### config.mk
export PLATFORM = sky130hd
export DESIGN_NAME = mdiv_unit
export DESIGN_NICKNAME = d
export VERILOG_FILES = /design/src/rtl/mdiv_pkg.sv /design/src/rtl/mdiv_prep.sv /design/src/rtl/mdiv_core.sv /design/src/rtl/mdiv_post.sv /design/src/rtl/mdiv_unit.sv
export SDC_FILE = /design/constraint.sdc
export NUM_CORES = 1
export LEC_CHECK = 0
export BUFFER_PORTS_ARGS = -buffer_cell sky130_fd_sc_hd__buf_2
export CAP_MARGIN = 20
export CORE_MARGIN = 1
export CORE_UTILIZATION = 40
export CTS_CLUSTER_SIZE = 10
export DETAILED_ROUTE_END_ITERATION = 8
export PLACE_DENSITY_LB_ADDON = 0.3
export SETUP_SLACK_MARGIN = 0.3
export SLEW_MARGIN = 20
export SYNTH_ARGS = -nofsm -noshare
export SYNTH_HDL_FRONTEND = slang
export SYNTH_SLANG_ARGS = --single-unit
### constraint.sdc
create_clock -name clk -period 4 [get_ports clk]
set_input_delay 0.8 -clock clk [delete_from_list [all_inputs] [get_ports clk]]
set_output_delay 0.8 -clock clk [all_outputs]
set_load 0.05 [all_outputs]
### src/rtl/mdiv_pkg.sv
package mdiv_pkg;

    typedef enum logic [1:0] {
        ST_IDLE  = 2'd0,
        ST_LOOP  = 2'd1,
        ST_FINAL = 2'd2
    } mdiv_state_e;

    typedef struct packed {
        logic ovf;
        logic cry;
        logic neg;
        logic zro;
    } mdiv_flags_t;

    localparam int FLAG_W = $bits(mdiv_flags_t);

    function automatic mdiv_flags_t mdiv_make_flags(input logic is_zero,
                                                     input logic msb,
                                                     input logic div0);
        mdiv_flags_t f;
        f.ovf = div0;
        f.cry = 1'b0;
        f.neg = msb;
        f.zro = is_zero;
        return f;
    endfunction

endpackage

### src/rtl/mdiv_prep.sv
module mdiv_prep #(
    parameter int W = 32
) (
    input  logic             signed_mode,
    input  logic [W-1:0]     ext_i,
    input  logic [W-1:0]     data_i,
    input  logic [W-1:0]     dsr_i,
    output logic [2*W-1:0]   dvd_mag,
    output logic [W-1:0]     dsr_mag,
    output logic             quo_neg,
    output logic             rem_neg,
    output logic             dsr_zero
);
    localparam int DW = 2 * W;

    logic [DW-1:0] dvd;
    logic          dvd_sgn;
    logic          dsr_sgn;

    assign dvd     = {ext_i, data_i};
    assign dvd_sgn = signed_mode & dvd[DW-1];
    assign dsr_sgn = signed_mode & dsr_i[W-1];

    assign dvd_mag  = dvd_sgn ? (~dvd + {{(DW-1){1'b0}}, 1'b1}) : dvd;
    assign dsr_mag  = dsr_sgn ? (~dsr_i + {{(W-1){1'b0}}, 1'b1}) : dsr_i;
    assign quo_neg  = dvd_sgn ^ dsr_sgn;
    assign rem_neg  = dvd_sgn;
    assign dsr_zero = (dsr_i == '0);

endmodule

### src/rtl/mdiv_core.sv
module mdiv_core #(
    parameter int W = 32
) (
    input  logic           clk,
    input  logic           rst,
    input  logic           load,
    input  logic [2*W-1:0] dvd_mag,
    input  logic [W-1:0]   dsr_mag,
    output logic [W-1:0]   quo_lo,
    output logic [W-1:0]   rem_mag,
    output logic           last_step
);
    localparam int DW   = 2 * W;
    localparam int ITER = DW;
    localparam int CW   = $clog2(ITER + 1);

    logic [DW-1:0] quo_q;
    logic [W-1:0]  rem_q;
    logic [W-1:0]  dsr_q;
    logic [CW-1:0] cnt_q;

    logic [W:0]    shifted;
    logic [W:0]    diff;
    logic          fits;
    logic [W-1:0]  rem_n;
    logic [DW-1:0] quo_n;

    // one restoring step: bring in the next dividend bit, subtract if it fits
    assign shifted = {rem_q, quo_q[DW-1]};
    assign fits    = (shifted >= {1'b0, dsr_q});
    assign diff    = shifted - {1'b0, dsr_q};
    assign rem_n   = fits ? diff[W-1:0] : shifted[W-1:0];
    assign quo_n   = {quo_q[DW-2:0], fits};

    always_ff @(posedge clk) begin
        if (rst) begin
            quo_q <= '0;
            rem_q <= '0;
            dsr_q <= '0;
            cnt_q <= '0;
        end else if (load) begin
            quo_q <= dvd_mag;
            rem_q <= '0;
            dsr_q <= dsr_mag;
            cnt_q <= CW'(ITER);
        end else if (cnt_q != '0) begin
            quo_q <= quo_n;
            rem_q <= rem_n;
            cnt_q <= cnt_q - 1'b1;
        end
    end

    assign quo_lo    = quo_q[W-1:0];
    assign rem_mag   = rem_q;
    assign last_step = (cnt_q == CW'(1));

endmodule

### src/rtl/mdiv_post.sv
module mdiv_post
    import mdiv_pkg::*;
#(
    parameter int           W    = 32,
    parameter logic [W-1:0] SENT = 'hFF
) (
    input  logic        div0,
    input  logic        quo_neg,
    input  logic        rem_neg,
    input  logic [W-1:0] quo_mag,
    input  logic [W-1:0] rem_mag,
    input  logic [W-1:0] data_raw,
    output logic [W-1:0] quo_word,
    output logic [W-1:0] rem_word,
    output mdiv_flags_t  flags
);
    logic [W-1:0] quo_fix;
    logic [W-1:0] rem_fix;

    // low word of a two's-complement negation depends only on the low word
    assign quo_fix  = quo_neg ? (~quo_mag + {{(W-1){1'b0}}, 1'b1}) : quo_mag;
    assign rem_fix  = rem_neg ? (~rem_mag + {{(W-1){1'b0}}, 1'b1}) : rem_mag;

    assign quo_word = div0 ? SENT : quo_fix;
    assign rem_word = div0 ? data_raw : rem_fix;
    assign flags    = mdiv_make_flags(quo_word == '0, quo_word[W-1], div0);

endmodule

### src/rtl/mdiv_unit.sv
module mdiv_unit
    import mdiv_pkg::*;
#(
    parameter int           W    = 32,
    parameter logic [W-1:0] SENT = 'hFF
) (
    input  logic          clk,
    input  logic          rst,
    input  logic          start_i,
    input  logic          signed_i,
    input  logic [W-1:0]  ext_i,
    input  logic [W-1:0]  data_i,
    input  logic [W-1:0]  dsr_i,
    output logic          busy_o,
    output logic          done_o,
    output logic [W-1:0]  quo_o,
    output logic [W-1:0]  rem_o,
    output logic [3:0]    flags_o
);
    mdiv_state_e   state_q;
    logic          quo_neg_q;
    logic          rem_neg_q;
    logic          done_q;
    logic [W-1:0]  quo_q;
    logic [W-1:0]  rem_q;
    mdiv_flags_t   flags_q;

    logic [2*W-1:0] dvd_mag;
    logic [W-1:0]   dsr_mag;
    logic           quo_neg_c;
    logic           rem_neg_c;
    logic           dsr_zero;
    logic [W-1:0]   core_quo;
    logic [W-1:0]   core_rem;
    logic           last_step;
    logic [W-1:0]   post_quo;
    logic [W-1:0]   post_rem;
    mdiv_flags_t    post_flags;
    logic           accept;
    logic           idle;

    assign idle   = (state_q == ST_IDLE);
    assign accept = start_i && idle;

    mdiv_prep #(.W(W)) prep_i (
        .signed_mode (signed_i),
        .ext_i       (ext_i),
        .data_i      (data_i),
        .dsr_i       (dsr_i),
        .dvd_mag     (dvd_mag),
        .dsr_mag     (dsr_mag),
        .quo_neg     (quo_neg_c),
        .rem_neg     (rem_neg_c),
        .dsr_zero    (dsr_zero)
    );

    mdiv_core #(.W(W)) core_i (
        .clk       (clk),
        .rst       (rst),
        .load      (accept && !dsr_zero),
        .dvd_mag   (dvd_mag),
        .dsr_mag   (dsr_mag),
        .quo_lo    (core_quo),
        .rem_mag   (core_rem),
        .last_step (last_step)
    );

    // while idle the post stage only serves the zero-divisor shortcut
    mdiv_post #(.W(W), .SENT(SENT)) post_i (
        .div0     (idle),
        .quo_neg  (quo_neg_q),
        .rem_neg  (rem_neg_q),
        .quo_mag  (core_quo),
        .rem_mag  (core_rem),
        .data_raw (data_i),
        .quo_word (post_quo),
        .rem_word (post_rem),
        .flags    (post_flags)
    );

    always_ff @(posedge clk) begin
        if (rst) begin
            state_q   <= ST_IDLE;
            quo_neg_q <= 1'b0;
            rem_neg_q <= 1'b0;
            done_q    <= 1'b0;
            quo_q     <= '0;
            rem_q     <= '0;
            flags_q   <= '0;
        end else begin
            done_q <= 1'b0;
            unique case (state_q)
                ST_IDLE: begin
                    if (accept) begin
                        if (dsr_zero) begin
                            quo_q   <= post_quo;
                            rem_q   <= post_rem;
                            flags_q <= post_flags;
                            done_q  <= 1'b1;
                        end else begin
                            quo_neg_q <= quo_neg_c;
                            rem_neg_q <= rem_neg_c;
                            state_q   <= ST_LOOP;
                        end
                    end
                end
                ST_LOOP: begin
                    if (last_step) begin
                        state_q <= ST_FINAL;
                    end
                end
                ST_FINAL: begin
                    quo_q   <= post_quo;
                    rem_q   <= post_rem;
                    flags_q <= post_flags;
                    done_q  <= 1'b1;
                    state_q <= ST_IDLE;
                end
                default: state_q <= ST_IDLE;
            endcase
        end
    end

    assign busy_o  = !idle;
    assign done_o  = done_q;
    assign quo_o   = quo_q;
    assign rem_o   = rem_q;
    assign flags_o = flags_q;

endmodule

* Yosys cells after proc, flatten, opt, wreduce, memory -nomap -nowiden
Index checks and enable logic that the tools add are counted.
** Cells by class
- Mux-type cells :: 27
- Eq/ne operators :: 7
- Magnitude comparators :: 1
- Reductions and logical operators :: 14
- $add $sub $neg :: 6
- Bitwise gates (word level) :: 8
** Operator list (count)
- 32-bit 2-to-1 mux :: 10
- 64-bit 2-to-1 mux :: 3
- 32-bit case mux with 2 select lines :: 2
- 32-bit by 1-bit adder with 32-bit output, second input constant :: 3
- 32-bit inverter :: 3
- 64-bit by 1-bit adder with 64-bit output, second input constant :: 1
- 32-bit logical NOT :: 2
- 64-bit inverter :: 1
- 33-bit by 32-bit >= comparator with 1-bit output :: 1
- 32-bit subtractor :: 1
- 7-bit 2-to-1 mux :: 2
- 3-bit AND reduction :: 3
- 4-bit 2-to-1 mux :: 2
- 4-bit case mux with 2 select lines :: 1
- 7-bit by 1-bit equality test with 1-bit output, second input constant :: 1
- 7-bit nonzero test :: 1
- 7-bit by 1-bit subtractor with 7-bit output, second input constant :: 1
- 2-bit 2-to-1 mux :: 3
- 2-bit != test, second input constant :: 3
- 2-bit case mux with 2 select lines :: 1
- 2-bit nonzero test :: 2
- 1-bit bitwise AND :: 2
- 2-bit by 1-bit equality test with 1-bit output, second input constant :: 1
- 2-bit equality test, second input constant :: 1
- 9 further kinds :: 12
** Storage, ports and cells
- Bits of input ports :: 100
- Register bits :: 208
- Output and inout bits :: 70
- Word-level logic and storage cells :: 78

* Logic depth before layout (Yosys ltp)
Gate-level depths: netlist of the first run.
- Word-level depth :: 8
- Depth in mapped cells :: 14
- Depth with buffers taken out :: 13

* Hierarchy
A second synthesis of the first run with hierarchy kept.
** Unflattened totals
- Cells, all modules :: 2055
- Area, all modules :: 15474.8 µm²
** Modules (own cells, without submodules)
- mdiv_core :: area an instance 7923.8 µm², instances 1, sequential area each 2702.6 µm², cells an instance 1078
- mdiv_unit :: area an instance 3225.6 µm², instances 1, sequential area each 1461.4 µm², cells an instance 313
- mdiv_prep :: area an instance 2227.1 µm², instances 1, sequential area each 0.0 µm², cells an instance 330
- mdiv_post :: area an instance 2098.3 µm², instances 1, sequential area each 0.0 µm², cells an instance 334

* Least setup slack after synthesis of the first run
No wires, ideal clock.
- Path kind :: input-to-reg
- Start :: in data_i[6]
- End :: reg core_i.quo_q[52]
- Arrival time :: 3.232 ns
- Slack :: 0.677 ns
- Buffers on the path :: 0
- Stages on the path :: 9
- Library setup time :: 0.091 ns
- Data required time :: 3.909 ns
- Cell sequence :: or4_1 nor4_1 and2_1 nand4_1 nor4_1 a31oi_1 xor2_1 nor2_1 a311oi_1
** On the way
- Cells in the longest elaborated chain, start to end :: 4
** RTL lines
- start, declared :: line mdiv_unit.sv:12 : input logic [W-1:0] data_i,
- 64-bit inverter :: line mdiv_prep.sv:24 : assign dvd_mag = dvd_sgn ? (~dvd + {{(DW-1){1'b0}}, 1'b1}) : dvd;
- 64-bit by 1-bit adder with 64-bit output :: line mdiv_prep.sv:24
- 64-bit 2-to-1 mux :: line mdiv_prep.sv:24
- 64-bit 2-to-1 mux :: line mdiv_core.sv:41 : end else if (load) begin
- end signal, assigned :: line mdiv_core.sv:42 : quo_q <= dvd_mag;
- end signal, assigned :: line mdiv_core.sv:47 : quo_q <= quo_n;
- end, declared :: line mdiv_core.sv:17 : logic [DW-1:0] quo_q;
No other way between the ends.
A chain may end at the register's enable or synchronous reset.

* Final worst setup path of the first run
- Start :: reg core_i.rem_q[6] (netlist: core_i.rem_mag[6])
- End :: reg core_i.rem_q[9] (netlist: core_i.rem_mag[9])
** On the way
- Cells in the longest elaborated chain, start to end :: 2
- Elaborated cells between the ends (all ways) :: 3
- Those cells by class :: 1 x add/sub; 1 x order compare; 1 x mux
** RTL lines
- start, declared :: line mdiv_core.sv:18 : logic [W-1:0] rem_q;
- start signal, assigned :: line mdiv_core.sv:48 : rem_q <= rem_n;
- 32-bit subtractor / 33-bit by 32-bit >= comparator with 1-bit output (equally long branches) :: line mdiv_core.sv:31, mdiv_core.sv:30
- 32-bit 2-to-1 mux (*) :: line mdiv_core.sv:32 : assign rem_n = fits ? diff[W-1:0] : shifted[W-1:0];
Mark *: on every way between the ends. The rest lies on a longest branch, timed or not.

==> results of run 1 <==
-- registers in the layout, summed over array words and instances, names as in the netlist --
signal,flops
core_i.quo_q,64
core_i.dsr_q,32
core_i.rem_mag,32
quo_o,32
rem_o,32
core_i.cnt_q,7
flags_o,2
state_q,2
done_o,1
quo_neg_q,1
rem_neg_q,1
-- power by group --
| part | switching [uW] | internal [uW] |
|---|---|---|
| registers | 568 | 2440 |
| logic | 3990 | 2560 |
| clock network | 881 | 1370 |
| total | 5440 | 6370 |
-- cell families after synthesis --
family                   Yosys count
AND/OR/NAND/NOR                  699
AO/OA/AOI/OAI                    481
flip-flops                       206
buffers and inverters            196
XOR/XNOR                         185
adder cells (fa/ha/maj)           39
multiplexers                      15
other                              1
-- final cells by class --
cell class	count	share of cell area (%)
inverter	67	1.60
clock buffer	35	4.63
multi-input combinational	1420	56.0
tap	448	3.57
clock inverter	4	0.447
sequential	206	26.3
antenna	1	0.0159
timing repair buffer	202	7.48
-- repair_timing --
| item | CTS | global route |
|---|---|---|
| endpoints found under the setup margin | 0 | 1 |
| buffers inserted | 0 | 0 |
| hold buffers | 0 | 0 |
| resized for setup | 0 | 1 |
-- per-stage QoR --
| stage | utilization [%] | std cells | hold slack, ns |
|---|---|---|---|
| after CTS | 46.8 | 2382 | 0.451 |
| after global placement | 44.4 | 2343 | 0.437 |
| after global routing | 46.8 | 2382 | 0.461 |
| after detailed placement | 44.4 | 2343 | 0.444 |
| after floorplan | - | 1822 | 0.432 |
| final | 46.8 | 2383 | 0.449 |
-- worst paths after layout --
kind	start	end	cells after the start
min	quo_o[22]$_SDFFE_PP0P_	quo_o[22]$_SDFFE_PP0P_	2
min reg2reg	quo_o[22]$_SDFFE_PP0P_	quo_o[22]$_SDFFE_PP0P_	2
max	core_i.rem_mag[6]$_SDFFE_PP0P_	core_i.rem_mag[9]$_SDFFE_PP0P_	11
max reg2reg	core_i.rem_mag[6]$_SDFFE_PP0P_	core_i.rem_mag[9]$_SDFFE_PP0P_	11
-- worst max-delay path, delay by kind of cell (launching register included) --
kind,cells,cell delay (ns)
flops,1,0.41
buf+inv,2,0.39
fa+ha+maj,1,0.42
compound gates,5,0.81
simple gates,3,1.28
-- placed cells by master, fill, tap and decap left out, drive strengths merged, types with 7 or more instances in the layout --
cell / netlist / routed
a211oi: 69 / 69
a21o: 17 / 17
a21oi: 144 / 144
a311oi: 60 / 60
a31oi: 10 / 10
and2: 7 / 7
buf: 13 / 202
clkbuf: 116 / 35
dfxtp: 206 / 206
ha: 38 / 38
inv: 67 / 67
mux2i: 15 / 15
nand2: 248 / 248
nand2b: 18 / 18
nand3: 21 / 21
nand4: 14 / 14
nor2: 240 / 240
nor3: 52 / 52
nor4: 20 / 20
o211a: 9 / 9
o211ai: 37 / 37
o21ai: 53 / 53
o22ai: 11 / 11
o31ai: 29 / 29
o41ai: 20 / 20
or3: 23 / 23
or4: 26 / 26
xnor2: 75 / 75
xor2: 110 / 110
-- routing by layer --
layer  share of wire, %  wire length, um
met1                 46            19500
met2                 44            19000
met3                5.8             2470
met4                4.2             1790
met5                  0                0
==> results.sh, run 1 <==
export IMPL_fin_crit_ns=3.41
export IMPL_wire_per_inst_um=17.9
export IMPL_die_x_um=186
export IMPL_drtPass1Iterations=5
export IMPL_power_leakage_uw=0.00621
export IMPL_fin_skew_ns=0.0102
export IMPL_cts_root_buffer="clkbuf_16"
export IMPL_p_total_uw=11800
export IMPL_drtIter0Drc=1180
export IMPL_tns_ns=0
export IMPL_cts_sinks=206
export IMPL_antenna_found_initial=0
export IMPL_cts_clk_slew_worst_paths_ns=0.06
export IMPL_rsz0062_at_grt="false"
export IMPL_post_route_period_util_pct=85.2
export IMPL_muxShareOfSynthArea_pct=1.10
export IMPL_ys_ff_latch=206
export IMPL_relSlewSlack_pct=31.2
export IMPL_setup_violations=0
export IMPL_synth_xor_area_share_pct=11.9
export IMPL_multi_input_area_um2=8780
export IMPL_syn_area_per_cell_um2=7.47
export IMPL_holdCritPathClass="register to register"
export IMPL_ys_warn_count=0
export IMPL_synthSimpleGateAreaFrac_pct=23.4
export IMPL_finalInstanceArea_um2=15700
export IMPL_grt_ovfl_total=0
export IMPL_initial_core_util_pct=40.6
export IMPL_synth_top_family_by_area="compound AO/OA/AOI/OAI gates"
export IMPL_ys_seq_area_share_pct=30.3
export IMPL_synth_cells=1822
export IMPL_htreeDepth=1
export IMPL_cts_buffers=26
export IMPL_grt_max_degree=86
export IMPL_fmax_mhz=293
export IMPL_route_detailed_drc=0
export IMPL_use_met1_pct=32.7
export IMPL_clockBufferDepth=3
export IMPL_wl_um=42700
export IMPL_ir_worst_vdd_uv=469
export IMPL_num_fill_cells=3403
export IMPL_placed_cell_area_um2=14900
export IMPL_syn_to_final_growth_pct=15.3
export IMPL_clk_insertion_delay_late_ns=0.53
export IMPL_yosysTopAreaCell="dfxtp_1"
export IMPL_viasPerCell=5.67
export IMPL_ff_latch_area_um2=4120
export IMPL_io_pin_count=170
export IMPL_core_area_um2=33500
export IMPL_use_met3_pct=2.82
export IMPL_async_flop_share_pct=0
export IMPL_routabilityCongestion=0.930
export IMPL_arrival_ns=3.87
export IMPL_critical_path_class="register to register"
export IMPL_worst_slack_ns=0.593
export IMPL_drtAntennaViolNets=0
export IMPL_grt_pass1_wl_um=68100
export IMPL_synth_ff_type="dfxtp_1"
export IMPL_worst_setup_path_start_kind="register"
export IMPL_reg2reg_setup_slack_ns=0.59
export IMPL_crit_chain="ha_1 > nand3_1 > or4_1 > a21o_1 > a31o_2 > o211ai_1 > buf_4 > a221oi_4 > buf_12 > or4_1 > o21ai_0"
export IMPL_crit_fanout=58
export IMPL_nets=2062
export IMPL_ys_top_cells_by_count="nand2_1, nor2_1, dfxtp_1"
export IMPL_crit_top_cell="or4_1"
export IMPL_drv_cap=0
export IMPL_grt_met2_usage_pct=38.1
export IMPL_die_h_um=186
export IMPL_core_rowCount=67
export IMPL_cp_end_kind="register"
export IMPL_track_usage_pct=23.9
export IMPL_busiest_layer="met2"
export IMPL_yosysTopAreaCellShare_pct=30.3
export IMPL_dp_slack_ns=0.307
export IMPL_cp_data_required_time_ns=4.46
export IMPL_synth_nets=1961
export IMPL_netlist_area_um2=13600
export IMPL_critical_path_max_stage_delay_ns=0.56
export IMPL_status="completed"
export IMPL_slew_viol_final=0
export IMPL_grt_pass1_vias=12519
export IMPL_vias=13501
export IMPL_dp_hpwl_um=32500
export IMPL_synthTopCellsByArea="dfxtp_1, xor2_1, nand2_1"
export IMPL_power_density_nw_per_um2=753
export IMPL_portBuffers=168
export IMPL_synth_cell_type_count=67
export IMPL_synthAdderAreaFrac_pct=3.64
export IMPL_synth_most_common_cell="nand2_1"
export IMPL_cts_tree="built"
export IMPL_synth_compound_area_share_pct=24.0
export IMPL_slowest_stage="or4_1"
export IMPL_synth_edff_count=0
export IMPL_drive_gt1_share_pct=13.5
export IMPL_hold_viol_final=0
export IMPL_worst_pin_slew_ns=1.03
export IMPL_die_area_um2=34800
Power figures use the tool's default switching activity.
==> run 2, diff against run 1 <==
==> constraint.sdc (replaced) <==
create_clock -name clk -period 4 [get_ports clk]
set_input_delay 0.6 -clock clk [delete_from_list [all_inputs] [get_ports clk]]
set_output_delay 0.6 -clock clk [all_outputs]
set_load 0.05 [all_outputs]
==> results.sh, run 2 (same netlist as run 1, synthesis figures left out) <==
export IMPL_clockBufferDepth=3
export IMPL_fin_skew_ns=0.0320
export IMPL_status="completed"
export IMPL_cts_clk_slew_worst_paths_ns=0.06
export IMPL_wl_um=42600
export IMPL_syn_to_final_growth_pct=14.7
export IMPL_slew_viol_final=0
export IMPL_die_h_um=186
export IMPL_drtPass1Iterations=5
export IMPL_reg2reg_setup_slack_ns=0.55
export IMPL_grt_ovfl_total=0
export IMPL_grt_pass1_vias=12304
export IMPL_busiest_layer="met2"
export IMPL_initial_core_util_pct=40.6
export IMPL_fmax_mhz=290
export IMPL_track_usage_pct=23.6
export IMPL_core_area_um2=33500
export IMPL_power_density_nw_per_um2=745
export IMPL_drtIter0Drc=1075
export IMPL_nets=2062
export IMPL_grt_pass1_wl_um=67400
export IMPL_dp_hpwl_um=32000
export IMPL_route_detailed_drc=0
export IMPL_final_common_cell="nand2_1"
export IMPL_portBuffers=168
export IMPL_worst_setup_path_start_kind="register"
export IMPL_die_area_um2=34800
export IMPL_cts_sinks=206
export IMPL_post_route_period_util_pct=86.3
export IMPL_postLayoutCoreUtil_pct=46.6
export IMPL_vias=13501
export IMPL_setup_violations=0
export IMPL_worst_pin_slew_ns=0.968
export IMPL_holdCritPathClass="primary input to register"
export IMPL_cts_buffers=25
export IMPL_finalInstanceArea_um2=15600
export IMPL_drive_gt1_share_pct=13.5
export IMPL_wire_per_inst_um=17.9
export IMPL_hold_buffers=0
export IMPL_power_leakage_uw=0.00618
export IMPL_cp_end_kind="register"
export IMPL_largest_reg_flops=64
export IMPL_routabilityCongestion=0.903
export IMPL_drv_cap=0
export IMPL_use_met3_pct=3.08
export IMPL_cts_root_buffer="clkbuf_16"
export IMPL_cts_resized=0
export IMPL_worst_path_buf_inv=2
export IMPL_cp_data_required_time_ns=4.44
export IMPL_layout_common_cells="nand2_1, nor2_1, dfxtp_1"
export IMPL_tns_ns=0
export IMPL_rsz0062_at_grt="false"
export IMPL_use_met1_pct=32.4
export IMPL_critical_path_class="register to register"
export IMPL_crit_top_cell="or4_1"
export IMPL_cts_tree="built"
export IMPL_viasPerCell=5.67
export IMPL_relSlewSlack_pct=35.4
export IMPL_antenna_found_initial=0
export IMPL_clk_insertion_delay_late_ns=0.54
export IMPL_critical_path_max_stage_delay_ns=0.56
export IMPL_crit_chain="ha_1 > nand3_1 > or4_1 > a21o_1 > a31o_2 > o211ai_1 > buf_4 > a221oi_4 > buf_12 > or4_1 > o21ai_0"
export IMPL_drtAntennaViolNets=0
export IMPL_slowest_stage="or4_1"
export IMPL_grt_met2_usage_pct=38.5
export IMPL_ir_worst_vdd_uv=531
export IMPL_post_cts_setup_buffers=0
export IMPL_cp_top_family="simple AND/OR/NAND/NOR gates"
export IMPL_arrival_ns=3.89
export IMPL_io_pin_count=170
export IMPL_htreeDepth=1
export IMPL_placed_cell_area_um2=14900
export IMPL_crit_fanout=35
export IMPL_die_x_um=186
export IMPL_fin_crit_ns=3.45
export IMPL_top_register="core_i.quo_q"
export IMPL_hold_viol_final=0
export IMPL_core_rowCount=67
export IMPL_grt_max_degree=84
-- run 2: worst reg2reg max path: stages, from the launching register on --
cell and delay (ns):
dfxtp_1 0.41, ha_1 0.43, nand3_1 0.23, or4_1 0.57, a21o_1 0.20, a31o_2 0.28, o211ai_1 0.17, buf_4 0.18
a221oi_4 0.13, buf_12 0.23, or4_1 0.48, o21ai_0 0.09
-- run 2: final cells by class --
class / instances / area (um2)
clock inverters: 1 / 8.76
diodes: 3 / 7.51
repair buffers: 203 / 1180
well taps: 448 / 561
multi-input cells: 1420 / 8780
fillers: 3368 / 17900
flip-flops and latches: 206 / 4120
clock buffers: 34 / 709
inverters: 67 / 251
-- run 2: per-layer routing --
metal  vias up  wire [um]
li1       6689          -
met1      6297      19400
met2       443      19500
met3        72       2470
met4         0       1210
met5         -          0
-- run 2: worst paths after layout --
check                                 start                              to  cells after the start
min reg2reg           quo_o[8]$_SDFFE_PP0P_           quo_o[8]$_SDFFE_PP0P_                      2
max          core_i.rem_mag[6]$_SDFFE_PP0P_  core_i.rem_mag[9]$_SDFFE_PP0P_                     11
min                                dsr_i[0]    core_i.dsr_q[0]$_SDFFE_PP0P_                      3
max reg2reg  core_i.rem_mag[6]$_SDFFE_PP0P_  core_i.rem_mag[9]$_SDFFE_PP0P_                     11
-- run 2: where the power goes --
group / switching, uW / leakage [uW] / total (uW) / internal (uW)
registers: 551 / 0.00169 / 2990 / 2440
clock network: 863 / 0.000353 / 2070 / 1210
logic: 3990 / 0.00413 / 6560 / 2570
-- run 2: per-stage QoR --
stage,hold slack [ns],total power [uW],setup slack [ns],std cells
global route,0.386,12500,0.316,2379
global placement,0.441,9420,0.500,2343
CTS,0.351,11600,0.567,2378
finish,0.376,11600,0.549,2382
floorplan,0.432,7840,0.838,1822
detailed placement,0.446,9490,0.479,2343
